### src/rtl/lpt_pkg.sv
package lpt_pkg;

    typedef enum logic [1:0] {
        SEQ_IDLE,
        SEQ_SETUP,
        SEQ_STROBE,
        SEQ_HOLD
    } seq_state_e;

    localparam logic [2:0] ADDR_DATA = 3'd0;
    localparam logic [2:0] ADDR_STAT = 3'd1;
    localparam logic [2:0] ADDR_CTRL = 3'd2;

    localparam int CTL_AUTOFEED = 1;
    localparam int CTL_INIT     = 2;
    localparam int CTL_SELECT   = 3;
    localparam int CTL_IRQ_EN   = 4;
    localparam int CTL_DIR      = 5;

    // ceiling of clk_hz * ns / 1e9, never below one cycle
    function automatic int ns_to_cycles(longint clk_hz, longint ns);
        longint c;
        c = ((clk_hz / 1000) * ns + 999_999) / 1_000_000;
        return (c < 1) ? 1 : int'(c);
    endfunction

endpackage

### src/rtl/lpt_sync.sv
module lpt_sync #(
    parameter int               WIDTH   = 1,
    parameter logic [WIDTH-1:0] RST_VAL = '0
) (
    input  logic             clk,
    input  logic             rst_n,
    input  logic [WIDTH-1:0] d,
    output logic [WIDTH-1:0] q
);

    for (genvar i = 0; i < WIDTH; i++) begin : g_bit
        logic meta_q;
        logic stable_q;

        always_ff @(posedge clk or negedge rst_n) begin
            if (!rst_n) begin
                meta_q   <= RST_VAL[i];
                stable_q <= RST_VAL[i];
            end else begin
                meta_q   <= d[i];
                stable_q <= meta_q;
            end
        end

        assign q[i] = stable_q;
    end

endmodule

### src/rtl/lpt_strobe_seq.sv
module lpt_strobe_seq
    import lpt_pkg::*;
#(
    parameter int SETUP_CYC = 1,
    parameter int PULSE_CYC = 1,
    parameter int HOLD_CYC  = 1
) (
    input  logic clk,
    input  logic rst_n,
    input  logic start,
    output logic active,
    output logic strobe_n
);

    localparam int MAX_AB = (SETUP_CYC > PULSE_CYC) ? SETUP_CYC : PULSE_CYC;
    localparam int MAX_C  = (MAX_AB > HOLD_CYC) ? MAX_AB : HOLD_CYC;
    localparam int CW     = $clog2(MAX_C + 1);

    typedef struct packed {
        seq_state_e    state;
        logic [CW-1:0] cnt;
    } seq_t;

    seq_t seq_d, seq_q;

    always_comb begin
        seq_d = seq_q;
        unique case (seq_q.state)
            SEQ_IDLE: begin
                if (start) begin
                    seq_d.state = SEQ_SETUP;
                    seq_d.cnt   = CW'(SETUP_CYC - 1);
                end
            end
            SEQ_SETUP: begin
                if (seq_q.cnt == '0) begin
                    seq_d.state = SEQ_STROBE;
                    seq_d.cnt   = CW'(PULSE_CYC - 1);
                end else begin
                    seq_d.cnt = seq_q.cnt - 1'b1;
                end
            end
            SEQ_STROBE: begin
                if (seq_q.cnt == '0) begin
                    seq_d.state = SEQ_HOLD;
                    seq_d.cnt   = CW'(HOLD_CYC - 1);
                end else begin
                    seq_d.cnt = seq_q.cnt - 1'b1;
                end
            end
            SEQ_HOLD: begin
                if (seq_q.cnt == '0) begin
                    seq_d.state = SEQ_IDLE;
                    seq_d.cnt   = '0;
                end else begin
                    seq_d.cnt = seq_q.cnt - 1'b1;
                end
            end
            default: seq_d = '{state: SEQ_IDLE, cnt: '0};
        endcase
    end

    always_ff @(posedge clk or negedge rst_n) begin
        if (!rst_n) begin
            seq_q <= '{state: SEQ_IDLE, cnt: '0};
        end else begin
            seq_q <= seq_d;
        end
    end

    assign active   = (seq_q.state != SEQ_IDLE);
    assign strobe_n = (seq_q.state != SEQ_STROBE);

endmodule

### src/rtl/lpt_host_port.sv
module lpt_host_port
    import lpt_pkg::*;
#(
    parameter longint CLK_HZ   = 125_000_000,
    parameter int     SETUP_NS = 1000,
    parameter int     PULSE_NS = 1000,
    parameter int     HOLD_NS  = 1000
) (
    input  logic       clk,
    input  logic       rst_n,
    input  logic       cs_n,
    input  logic [2:0] addr,
    input  logic       wr_en,
    input  logic       rd_en,
    input  logic [7:0] wdata,
    output logic [7:0] rdata,
    input  logic       mode_ext,
    input  logic       irq_en_pin,
    input  logic [7:0] pd_in,
    output logic [7:0] pd_out,
    output logic       pd_oe,
    output logic       strobe_n,
    output logic       autofeed_n,
    output logic       init_n,
    output logic       select_n,
    input  logic       ack_n,
    input  logic       busy,
    input  logic       paper_end,
    input  logic       online,
    input  logic       fault_n,
    output logic       irq,
    output logic       irq_oe
);

    localparam int SETUP_CYC = ns_to_cycles(CLK_HZ, longint'(SETUP_NS));
    localparam int PULSE_CYC = ns_to_cycles(CLK_HZ, longint'(PULSE_NS));
    localparam int HOLD_CYC  = ns_to_cycles(CLK_HZ, longint'(HOLD_NS));
    localparam int N_IN      = 5;
    // idle cable levels: ack_n and fault_n high
    localparam logic [N_IN-1:0] IN_RST = 5'b01001;

    typedef struct packed {
        logic [7:0] data;
        logic [7:0] ctrl;
        logic       flag;
        logic       ack_prev;
    } port_t;

    port_t st_d, st_q;

    logic [N_IN-1:0] raw_in, sync_in;
    logic            s_busy, s_ack, s_pe, s_online, s_fault;
    logic            seq_active;
    logic            sel, wr_data, wr_ctrl, stat_rd, ack_rise;
    logic [7:0]      status;

    assign raw_in = {busy, ack_n, paper_end, online, fault_n};

    lpt_sync #(
        .WIDTH  (N_IN),
        .RST_VAL(IN_RST)
    ) u_sync (
        .clk  (clk),
        .rst_n(rst_n),
        .d    (raw_in),
        .q    (sync_in)
    );

    assign {s_busy, s_ack, s_pe, s_online, s_fault} = sync_in;

    lpt_strobe_seq #(
        .SETUP_CYC(SETUP_CYC),
        .PULSE_CYC(PULSE_CYC),
        .HOLD_CYC (HOLD_CYC)
    ) u_seq (
        .clk     (clk),
        .rst_n   (rst_n),
        .start   (wr_data),
        .active  (seq_active),
        .strobe_n(strobe_n)
    );

    always_comb begin
        sel      = !cs_n;
        wr_data  = sel && wr_en && (addr == ADDR_DATA) && !seq_active;
        wr_ctrl  = sel && wr_en && (addr == ADDR_CTRL);
        stat_rd  = sel && rd_en && (addr == ADDR_STAT);
        ack_rise = s_ack && !st_q.ack_prev;

        st_d          = st_q;
        st_d.ack_prev = s_ack;
        if (wr_data) st_d.data = wdata;
        if (wr_ctrl) st_d.ctrl = wdata;
        if (ack_rise) begin
            st_d.flag = 1'b1;
        end else if (stat_rd) begin
            st_d.flag = 1'b0;
        end
    end

    always_ff @(posedge clk or negedge rst_n) begin
        if (!rst_n) begin
            st_q <= '{data: 8'h00, ctrl: 8'h00, flag: 1'b0, ack_prev: 1'b1};
        end else begin
            st_q <= st_d;
        end
    end

    assign status = {s_busy, s_ack, s_pe, s_online, s_fault, st_q.flag, 2'b00};

    always_comb begin
        rdata = 8'h00;
        if (sel) begin
            unique case (addr)
                ADDR_DATA: rdata = pd_oe ? st_q.data : pd_in;
                ADDR_STAT: rdata = status;
                ADDR_CTRL: rdata = st_q.ctrl;
                default:   rdata = 8'h00;
            endcase
        end
    end

    assign pd_out     = st_q.data;
    assign pd_oe      = !(mode_ext && st_q.ctrl[CTL_DIR]);
    assign autofeed_n = !st_q.ctrl[CTL_AUTOFEED];
    assign init_n     = !st_q.ctrl[CTL_INIT];
    assign select_n   = !st_q.ctrl[CTL_SELECT];
    assign irq        = st_q.flag && st_q.ctrl[CTL_IRQ_EN];
    assign irq_oe     = st_q.ctrl[CTL_IRQ_EN] && irq_en_pin;

    // observation points for the bound checker
    logic [7:0] ctrl_w;
    logic       flag_w;
    assign ctrl_w = st_q.ctrl;
    assign flag_w = st_q.flag;

endmodule

### config.mk
export PLATFORM = sky130hd
export DESIGN_NAME = lpt_host_port
export DESIGN_NICKNAME = d
export VERILOG_FILES = /design/src/rtl/lpt_pkg.sv /design/src/rtl/lpt_sync.sv /design/src/rtl/lpt_strobe_seq.sv /design/src/rtl/lpt_host_port.sv
export SDC_FILE = /design/constraint.sdc
export NUM_CORES = 1
export LEC_CHECK = 0
export BUFFER_PORTS_ARGS = -buffer_cell sky130_fd_sc_hd__buf_2
export CAP_MARGIN = 0
export CORE_UTILIZATION = 48
export DETAILED_ROUTE_END_ITERATION = 7
export HOLD_SLACK_MARGIN = 0.03
export PLACE_DENSITY = 0.74
export SYNTH_ARGS = -nofsm -noshare
export SYNTH_HDL_FRONTEND = slang
export SYNTH_SLANG_ARGS = --single-unit
export TNS_END_PERCENT = 30
### constraint.sdc
create_clock -name clk -period 4.5 [get_ports clk]
set_input_delay 0 -clock clk [delete_from_list [all_inputs] [get_ports clk]]
set_output_delay 0 -clock clk [all_outputs]
set_load 0.02 [all_outputs]
# Word level (Yosys, flattened, before mapping)
# Cells that the tools add are included.
op_classes:
  eq_ne: 10
  n_addsub: 1
  muxes: 12
  n_reduce_logical: 23
ops:
  columns: ["operator", "count"]
  rows:
  - ["9-bit case mux with 4 select lines", 1]
  - ["8-bit case mux with 3 select lines", 1]
  - ["8-bit two-way mux", 2]
  - ["7-bit two-way mux", 2]
  - ["1-bit logical AND", 10]
  - ["9-bit two-way mux", 1]
  - ["2-bit by 1-bit != test with 1-bit output (second input constant)", 4]
  - ["1-bit zero test", 7]
  - ["7-bit zero test", 1]
  - ["7-bit by 1-bit subtractor with 7-bit output (second input constant)", 1]
  - ["2-bit two-way mux", 3]
  - ["2-bit equality test (second input constant)", 2]
  - ["4-bit AND reduction", 1]
  - ["2-bit nonzero test", 2]
  - ["3-bit by 1-bit equality test with 1-bit output (second input constant)", 1]
  - ["3-bit by 2-bit equality test with 1-bit output (second input constant)", 1]
  - ["3-bit zero test", 1]
  - ["2-bit by 1-bit equality test with 1-bit output (second input constant)", 1]
  - ["2-bit zero test", 1]
  - ["1-bit two-way mux", 2]
  - ["2-bit != test (second input constant)", 1]
totals:
  out_inout_bits: 23
  word_cells: 62
  register_bits: 37

# Logic depth before layout (Yosys ltp)
# Gate-level depths: netlist of run 1.
depth:
  ltp_word: 6
  mapped_depth: 6
  depth_no_buf: 6

# Modules after synthesis
# Synthesis of run 1 repeated with hierarchy kept, for this count alone.
unflattened:
  hier_cells: 171
  hier_area_um2: 1940.6
by_module_without_submodules:
  columns: ["mod", "area_each_um2", "cells_each", "instances", "seq_area_each_um2"]
  rows:
  - ["lpt_host_port", 1042.2, 88, 1, 451.7]
  - ["lpt_strobe_seq", 605.6, 68, 1, 225.2]
  - ["lpt_sync", 292.8, 15, 1, 255.2]

# Worst setup path before layout of run 1
# OpenSTA, ideal clock, no wires.
synth_timing:
  path_kind: "flip-flop to flip-flop"
  from: "register u_seq.seq_q[2] in the netlist's numbering"
  to: "register u_seq.seq_q[8] in the netlist's numbering"
  arrival_time_ns: 1.385
  setup_time_ns: 0.125
  path_slack_ns: 2.990
  period_less_slack_ns: 1.510
  n_path_buf: 0
  stages_incl_launch_ff: 5
  cell_sequence: "dfrtp_1 -> nor4_2 -> a21o_1 -> nand2_2 -> mux2_4"
synth_via:
  elab_chain_len: 3
  word_cells_on_any_way: 5
  cone_classes: "eq/ne (3); reduce/logical (2)"
synth_lines:
  columns: ["item", "line_no", "source"]
  rows:
  - ["from (decl)", "lpt_strobe_seq.sv:24", "seq_t seq_d, seq_q;"]
  - ["from (signal assigned)", "lpt_strobe_seq.sv:65", "seq_q <= '{state: SEQ_IDLE, cnt: '0};"]
  - ["from (signal assigned)", "lpt_strobe_seq.sv:67", "seq_q <= seq_d;"]
  - ["7-bit zero test *", "lpt_strobe_seq.sv:36, lpt_strobe_seq.sv:44, lpt_strobe_seq.sv:52", null]
  - ["2-bit by 1-bit != test with 1-bit output (no line)", null, null]
  - ["4-bit AND reduction (no line) *", null, null]
# Every way passes the cells marked *; elsewhere a longest branch is shown, timed or not.
# A chain may end at the register's enable or synchronous reset.

# Final worst setup path of run 1
layout_timing:
  from: "register u_seq.seq_q[7] in the netlist's numbering"
  to: "register st_q (netlist bit pd_out[7])"
layout_via:
  elab_chain_len: 3
layout_lines:
  columns: ["item", "line_no", "source"]
  rows:
  - ["2-bit nonzero test", "lpt_strobe_seq.sv:71", "assign active = (seq_q.state != SEQ_IDLE);"]
  - ["1-bit zero test", "lpt_host_port.sv:85", "wr_data = sel && wr_en && (addr == ADDR_DATA) && !seq_active;"]
  - ["1-bit logical AND", "lpt_host_port.sv:85", null]
  - ["to (signal assigned)", "lpt_host_port.sv:103", "st_q <= '{data: 8'h00, ctrl: 8'h00, flag: 1'b0, ack_prev: 1'b1};"]
  - ["to (signal assigned)", "lpt_host_port.sv:105", "st_q <= st_d;"]
  - ["to (decl)", "lpt_host_port.sv:49", "port_t st_d, st_q;"]
# No other way between the ends.

==> results.cfg, run 1 <==
[status]
status = finished, final reports clean

[clocking]
cts.sinks = 37
cts_buffers = 5
cts_setup_buffers = 0
clk_pin_slew_ps = 70
cts_max_path_buffers = 2
clock_latency_ps = 290
h-tree-depth = 2
cts_root_buf = clkbuf_8
cts_tree = yes
cts_resized = 0

[grt]
grt_usage_pct = 21.42
grt_overflow = 0
grt_first_pass_wirelength_mm = 6.789
antenna_found_initial = 0
grt_pass1_vias = 1481
grt_max_degree = 38

[timing]
period_share_pct = 47.07
slew_headroom_pct = 46.45
fin_tns_setup_ps = 0
setup_viol = 0
max_freq_mhz = 472.1
hold_slack_ps = 86.59
drv_slew = 0
finalHoldViolations = 0
rsz0062_at_grt = false
skew_ps = 7.426
finalCriticalPeriod_ps = 2118
tightestPinTransition_ps = 803.2

[cells_and_area]
area_growth_pct = 25.63
n_antenna_cell = 0
final_cell_area_mm2 = 0.002429
final_cells = 285
drive_above_1_share_pct = 37.55
nNetsFinal = 273

[synth]
ys_warn_count = 0
postSynthCellCount = 175
synth.cell_area_mm2 = 0.001933
syn_nets = 212
ys_seq_area_share_pct = 48.22
syn_area_per_cell_um2 = 11.05
synth.distinct_cells = 39
ys_ff_latch = 37

[place]
hpwl_mm = 2.788
dpl_cell_area_mm2 = 0.002158
gp_congestion = 0.8451
numPlacedInstances = 262
io_buffers = 53

[power_and_ir_drop]
peakVddDrop_uv = 258.9
switching_share_pct = 24.41
p_seq_share_pct = 47.4
leakage_nw = 1.194
switchingPower_mw = 0.1909
p_int_mw = 0.5913
combPwrFrac_pct = 14.4
power.total_mw = 0.7823
clkPwrFrac_pct = 38.2
powerDensity_mw_per_mm2 = 322.1

[floorplanning]
start_util_pct = 51.26
num_rows = 22
die_h_um = 65.46
die_w_um = 65.46
die_area_mm2 = 0.004285
ios = 54
core_mm2 = 0.003771

[routing]
routed_via_density = 5.291
vias = 1508
wl_mm = 4.002
drc = 0
antenna_left = 0
drt-initial-drc-count = 93
drt_pass1_iterations = 4
wl_per_cell_um = 14.04

[min_path]
hp-class = in -> reg
min_path_cells = 5

[run]
timing.max_cap.violations = 0

[worst_setup_path]
worstSetupEndpointType = register
worstPathArrival_ps = 2290
critPathLaunchType = register
crit_type = reg -> reg
path_max_fanout = 14
crit_required_ps = 4670
rr_worst_depth = 4
-- cell families after synthesis --
family	Yosys count	synth area share, %
mux	25	14.24
simple gates	48	14.24
compound gates	34	12.10
fa+ha+maj	6	3.883
buf+inv	25	7.314
flops	37	48.22
-- synth_stat cells (all sizes together) --
master	number	area (µm²)
or3	1	6.260
nand4b	1	8.760
dfrtp	32	800.8
inv	11	41.29
o311ai	1	8.760
ha	6	75.07
nand4	1	6.260
nand3	3	15.01
o32ai	1	8.760
buf	12	92.59
nor4	3	31.28
mux2	17	195.2
nand3b	1	7.510
a31oi	3	18.77
a31o	1	8.760
o21ai	8	51.30
nor2	8	30.03
and2	12	75.07
nand2b	3	18.77
o31ai	1	7.510
o22ai	6	37.54
a22oi	7	52.55
o21a	1	7.510
nor3	4	25.02
mux2i	8	80.08
a21o	1	7.510
dfstp	5	131.4
a211oi	2	15.01
a21oi	2	10.01
clkbuf	2	7.510
nor2b	3	18.77
nand2	8	32.54
-- worst max-delay path, stage by stage (launching register included) --
cell,delay [ps]
dfrtp_1,400
inv_1,100
ha_1,480
nand4b_1,560
mux2_2,460
-- power groups by stage --
stage | clock (mW) | sequential (mW) | combinational, mW
3_5_place_dp | 0 | 0.376 | 0.103
3_3_place_gp | 0 | 0.376 | 0.102
4_1_cts | 0.304 | 0.370 | 0.114
5_1_grt | 0.321 | 0.373 | 0.124
2_1_floorplan | 0 | 0.372 | 0.0652
6_report | 0.299 | 0.371 | 0.113
-- timing repair --
item                                   4_1_cts  5_1_grt
setup endpoints to repair                    0        0
endpoints found under the hold margin       54        0
hold buffers                                15        0
-- per-stage QoR --
| stage | util (%) | setup slack, ps |
|---|---|---|
| floorplan | - | 2990 |
| global placement | 57.23 | 2389 |
| detailed placement | 57.23 | 2355 |
| CTS | 64.40 | 2357 |
| global route | 64.40 | 2189 |
| finish | 64.40 | 2382 |
-- layer usage --
metal | wire length (µm) | global-route usage [%] | up-vias
li1 | - | - | 735
met1 | 1876 | 28.78 | 714
met2 | 1890 | 32.60 | 52
met3 | 175 | 4.861 | 7
met4 | 60 | 10.05 | 0
met5 | 0 | 0 | -
-- path summary, 6_finish.rpt --
path,start,endpoint,slack (ps)
setup / recovery,u_seq.seq_q[7],pd_out[7],2380
hold / removal,cs_n,flag_w,90
setup reg to reg,u_seq.seq_q[7],pd_out[7],2380
hold reg to reg,u_sync.g_bit[4].meta_q,u_sync.g_bit[4].stable_q,350
max in group asynchronous,rst_n,pd_out[7],3660
min in group asynchronous,rst_n,ctrl_w[3],330
-- registers in the layout, indices dropped and copies added, names as in the netlist --
| register | cells |
|---|---|
| u_seq.seq_q | 9 |
| ctrl_w | 8 |
| pd_out | 8 |
| u_sync.g_bit.meta_q | 5 |
| u_sync.g_bit.stable_q | 5 |
| flag_w | 1 |
| st_q | 1 |
-- cell usage in the layout (no fill, tap or decap), types with 8 or more instances in the layout --
cell	netlist	routed
nor2_1	8	8
inv_1	11	11
dfrtp_1	32	32
mux2_2	16	16
dlygate4sd3_1	0	15
mux2i_1	8	8
buf_2	2	53
and2_1	12	12
-- final cells by class --
| type | instances | area (µm²) |
|---|---|---|
| inverters | 11 | 41.29 |
| fillers | 297 | 1343 |
| repair buffers | 68 | 415.4 |
| flip-flops and latches | 37 | 932.1 |
| clock inverters | 2 | 37.54 |
| well taps | 48 | 60.06 |
| clock buffers | 6 | 82.58 |
| multi-input cells | 113 | 859.6 |
(Power assumes the default switching activity.)
==> run 2, diff against run 1 <==
- ABC_AREA: default -> 1
- CORE_UTILIZATION: 48 -> 47
- PLACE_DENSITY: 0.74 -> 0.75
- clock period: 4.5 -> 1.8 ns (I/O delays scaled with it)
==> run 2 against run 1 <==
Net effect:
- via count rose by 15%
- global-route usage fell by 0.65 points
- cell count rose by 24%
- power rose to 2.6 times the previous value
- area after synthesis rose by 6.6%
- die area rose by 8.6%
- critical endpoint is now rdata[3]
==> results.cfg, run 2 <==
[status]
status = finished, final reports clean

[timing]
fin_tns_setup_ps = 0
finalCriticalPeriod_ps = 1586
max_freq_mhz = 630.7
worst_slack_ps = 214.5
period_share_pct = 88.08
finalHoldViolations = 0
slew_headroom_pct = 45.34
setup_viol = 0
skew_ps = 6.730
tightestPinTransition_ps = 819.9
rsz0062_at_grt = false
drv_slew = 0

[floorplanning]
num_rows = 23
core_mm2 = 0.004115
die_area_mm2 = 0.004653
die_w_um = 68.22
die_h_um = 68.22
ios = 54
start_util_pct = 50.08

[worst_setup_path]
crit_start = ctrl_w[5]
worstSetupEndpointType = output port
path_max_fanout = 10
worstPathArrival_ps = 1590
crit_type = reg -> out
critPathMaxStageDelay_ps = 390
crit_path_frequent_cell = nor2_1
slowest_stage = dfrtp_1
critPathLaunchType = register
crit_required_ps = 1800
crit_chain = nand2_2, inv_2, nand2_1, a21oi_1, nor2_1, nor2_1, buf_2
r2r-start = u_seq.seq_q[8]

[synth]
synth_enable_flop_cells = 0
yosysTopAreaCell = dfrtp_1
ys_warn_count = 0
syn_nets = 276
synth.cell_area_mm2 = 0.002061
ys_ff_latch = 37
synth.distinct_cells = 30
postSynthCellCount = 239
yosysMostFrequentCell = nand2_1
ys_seq_area_share_pct = 45.23
syn_area_per_cell_um2 = 8.622
synth_top_area_share_pct = 38.86
synth_commonest_cells = nand2_1, dfrtp_1, inv_1, nor2_1, o21ai_2
synthArstFlopShare_pct = 100.0
yosys-top-cells-area = dfrtp_1, nand2_1, o21ai_2, dfstp_2, inv_1
ys.flop_type = dfrtp_1

[clocking]
cts_max_path_buffers = 2
clk_pin_slew_ps = 80
cts_root_buf = clkbuf_8
h-tree-depth = 2
cts_tree = yes
cts.sinks = 37
cts_buffers = 5
clock_latency_ps = 290

[place]
io_buffers = 53
gp_congestion = 0.8594
dp_slack_ps = 326.5
hpwl_mm = 2.963

[cells_and_area]
area_growth_pct = 25.20
drive_above_1_share_pct = 34.54
n_antenna_cell = 0
largest_reg_flops = 9
final_common_cell = buf_2
multi_input_area_um2 = 898.4
final_cell_mix = buf_2, nand2_1, dfrtp_1
fin_util_pct = 62.69
regArea_um2 = 932.1
top_register = u_seq.seq_q
nNetsFinal = 340
fillers = 346

[grt]
grt_overflow = 0
grt_pass1_vias = 1585
grt_usage_pct = 20.76
grt_max_degree = 38
grt_first_pass_wirelength_mm = 6.989
antenna_found_initial = 0

[run]
timing.max_cap.violations = 0

[power_and_ir_drop]
powerDensity_mw_per_mm2 = 800.2
peakVddDrop_uv = 410.0
power.total_mw = 2.064
leakage_nw = 1.363

[min_path]
hp-start = rd_en
hp-class = in -> reg

[routing]
antenna_left = 0
wl_per_cell_um = 12.26
drc = 0
drt_pass1_iterations = 5
drt-initial-drc-count = 98
wl_mm = 4.341
routed_via_density = 4.895
vias = 1733
run 2: layout make-up:
| type | count | area share [%] |
|---|---|---|
| Tap cell | 50 | 2.425 |
| Clock buffer | 5 | 2.667 |
| Sequential cell | 37 | 36.13 |
| Clock inverter | 3 | 2.667 |
| Inverter | 35 | 5.286 |
| Timing Repair Buffer | 68 | 16.00 |
| Multi-Input combinational cell | 156 | 34.82 |
run 2: critical path, delay by kind of cell, from the launching register on:
| family | cells | cell delay [ps] |
|---|---|---|
| and+or+nand+nor | 4 | 420 |
| DFF | 1 | 390 |
| buffers and inverters | 2 | 350 |
| AOI/OAI and AO/OA | 1 | 140 |
run 2: kinds of logic after synthesis:
family	count (synthesis)	share of synthesized area [%]
and+or+nand+nor	107	25.50
buffers and inverters	46	11.17
AOI/OAI and AO/OA	42	14.03
DFF	37	45.23
adders and majority gates	6	3.643
xor gates and xnor gates	1	0.4251
run 2: repair_timing:
item | in CTS | in global routing
endpoints found under the setup margin | 0 | 1
endpoints found under the hold margin | 53 | 0
setup buffers | 0 | 0
hold buffers | 14 | 0
gates resized for setup | 0 | 1
run 2: stage by stage:
step,cells,instance area (µm²),hold WS (ps)
floorplan,239,2061,-295.6
global placement,332,2302,104.7
detailed placement,332,2302,106.3
CTS,354,2580,82.15
global route,354,2580,126.6
finish,354,2580,98.16
run 2: routing by layer:
| layer | vias to the layer above | track usage [%] | wire length, µm |
|---|---|---|---|
| met4 | 0 | 7.552 | 54 |
| met5 | - | 0 | 0 |
| met1 | 777 | 25.45 | 1973 |
| li1 | 877 | - | - |
| met3 | 6 | 5.500 | 264 |
| met2 | 73 | 34.80 | 2049 |
run 2: path summary, 6_finish.rpt:
path / to / slack [ps] / cells after the start
worst max register to register: pd_out[5] / 340 / 5
worst min-delay path: flag_w / 100 / 3
max in group asynchronous: u_sync.g_bit[2].meta_q / 940 / 2
worst min register to register: u_sync.g_bit[2].stable_q / 350 / 0
worst max-delay path: rdata[3] / 210 / 7
min in group asynchronous: ctrl_w[4] / 340 / 2
run 2: power breakdown:
part | switching, mW | internal (mW) | total, mW
Combinational | 0.175 | 0.115 | 0.289
Sequential | 0.0299 | 0.886 | 0.915
Clock | 0.302 | 0.558 | 0.860
Total | 0.507 | 1.56 | 2.06
==> run 3, diff against run 2 <==
- CORE_UTILIZATION: 47 -> 48
- PLACE_DENSITY: 0.75 -> 0.74
- clock period: 1.8 -> 1.5 ns (I/O delays scaled with it)
==> run 3 against run 2 <==
Net effect:
- critical path depth unchanged
- via count down 0.98%
- cell count up 0.85%
- power up 2.7%
- clock power down 24%
- first-iteration DRC count down 1.0%
- core utilization up 1.6 points
- wire length down 2.4%
- sequential power up 20%
- cell area up 1.2%
- register-to-register slack worse by 250 ps
- critical endpoint is now rdata[2]
==> results.cfg, run 3 (synthesis gave the netlist of run 2 again) <==
[worst_setup_path]
path_max_fanout = 6
crit_type = reg -> out
worstPathArrival_ps = 1430
critPathLaunchType = register
worstSetupEndpointType = output port
crit_required_ps = 1500

[timing]
max_freq_mhz = 700.5
skew_ps = 7.477
finalHoldViolations = 0
setup_viol = 0
drv_slew = 0
finalCriticalPeriod_ps = 1428
rsz0062_at_grt = true
period_share_pct = 95.17
slew_headroom_pct = 71.68
tightestPinTransition_ps = 424.8
fin_tns_setup_ps = 0

[floorplanning]
die_area_mm2 = 0.004559
core_mm2 = 0.004058
die_h_um = 67.52
ios = 54
start_util_pct = 50.79
num_rows = 23
die_w_um = 67.52

[routing]
drt_pass1_iterations = 4
drc = 0
drt-initial-drc-count = 97
antenna_left = 0
routed_via_density = 4.807
vias = 1716
wl_per_cell_um = 11.87
wl_mm = 4.238

[grt]
antenna_found_initial = 0
grt_usage_pct = 20.19
grt_overflow = 0
grt_max_degree = 21
grt_first_pass_wirelength_mm = 6.644
grt_pass1_vias = 1576

[clocking]
cts_root_buf = clkbuf_8
cts_tree = yes
clk_pin_slew_ps = 70
cts_max_path_buffers = 2
cts.sinks = 37
h-tree-depth = 2
clock_latency_ps = 290
cts_buffers = 5

[cells_and_area]
top_register = u_seq.seq_q
drive_above_1_share_pct = 36.48
final_common_cell = buf_2
fin_util_pct = 64.32
fillers = 360
n_antenna_cell = 0
area_growth_pct = 26.65
largest_reg_flops = 9
final_cell_mix = buf_2, nand2_1, dfrtp_1
final_cell_area_mm2 = 0.002610
nNetsFinal = 343

[place]
io_buffers = 53
hpwl_mm = 2.985
gp_congestion = 0.8149
dpl_cell_area_mm2 = 0.002330

[min_path]
hp-class = in -> reg

[run]
timing.max_cap.violations = 0

[power_and_ir_drop]
leakage_nw = 1.363
peakVddDrop_uv = 460.9
powerDensity_mw_per_mm2 = 812.3

[status]
status = finished, final reports clean
[run 3: cell count changes in the layout (fill, tap and decap cells not counted), moves of 2 or more]
cell	previous run	this run
buf_2	53	48
buf_4	1	6
a21oi_1	13	11
a21oi_2	1	3
buf_12	0	2
bufinv_16	2	0
clkbuf_1	0	2
nor2_1	29	27
nor2_2	1	3
[run 3: final cells by class]
class	count	area, µm²	area share, %
flip-flops and latches	37	932.1	35.71
multi-input cells	156	918.4	35.19
repair buffers	71	476.7	18.26
inverters	35	138.9	5.321
clock buffers	7	76.32	2.924
well taps	50	62.56	2.397
clock inverters	1	5.005	0.1918
[run 3: worst max-delay path, stage by stage (launching register included)]
cell and delay [ps]:
dfrtp_1 420, nand2_4 130, buf_6 130, nand2_1 40, a21oi_1 130, nor2_1 60, nor2_1 90, buf_4 150
[run 3: report_power, final]
group	leakage [nW]	total (mW)	switching, mW	internal, mW
sequential	0.446	1.10	0.0370	1.06
clock	0.0422	0.652	0.327	0.326
combinational	0.875	0.367	0.213	0.154
[run 3: metal layers]
metal  track usage [%]  share of wire (%)  vias to the layer above
met2             35.27                 49                       43
met1             23.62                 44                      777
li1                  -                  -                      887
met3             3.041                3.9                        9
met5                 0                  0                        -
met4             10.64                2.2                        0
[run 3: final timing paths]
path,startpoint,end,slack (ps),cells after the start
min in group asynchronous,rst_n,pd_out[1],180,2
worst min-delay path,rd_en,flag_w,80,3
worst min register to register,u_sync.g_bit[2].meta_q,u_sync.g_bit[2].stable_q,350,0
max in group asynchronous,rst_n,u_sync.g_bit[0].meta_q,790,3
worst max register to register,u_seq.seq_q[7],u_seq.seq_q[8],90,8
worst max-delay path,ctrl_w[5],rdata[2],70,7
[run 3: timing repair]
| action | 4_1_cts | 5_1_grt |
|---|---|---|
| pin swaps | 0 | 8 |
| endpoints found under the hold margin | 56 | 0 |
| cloned | 0 | 0 |
| gates resized for setup | 1 | 15 |
| endpoints found under the setup margin | 6 | 20 |
| hold buffers | 14 | 0 |
| setup buffers | 0 | 1 |
[run 3: through the flow]
step / setup slack, ps / power [mW] / hold slack (ps) / cells
2_1_floorplan: 168.9 / 1.310 / -295.6 / 239
3_3_place_gp: 118.0 / 1.439 / -45.51 / 334
3_5_place_dp: 49.73 / 1.444 / -44.81 / 334
4_1_cts: 10.15 / 2.144 / 74.57 / 356
5_1_grt: -28.91 / 2.229 / 110.0 / 357
6_report: 72.44 / 2.120 / 80.49 / 357
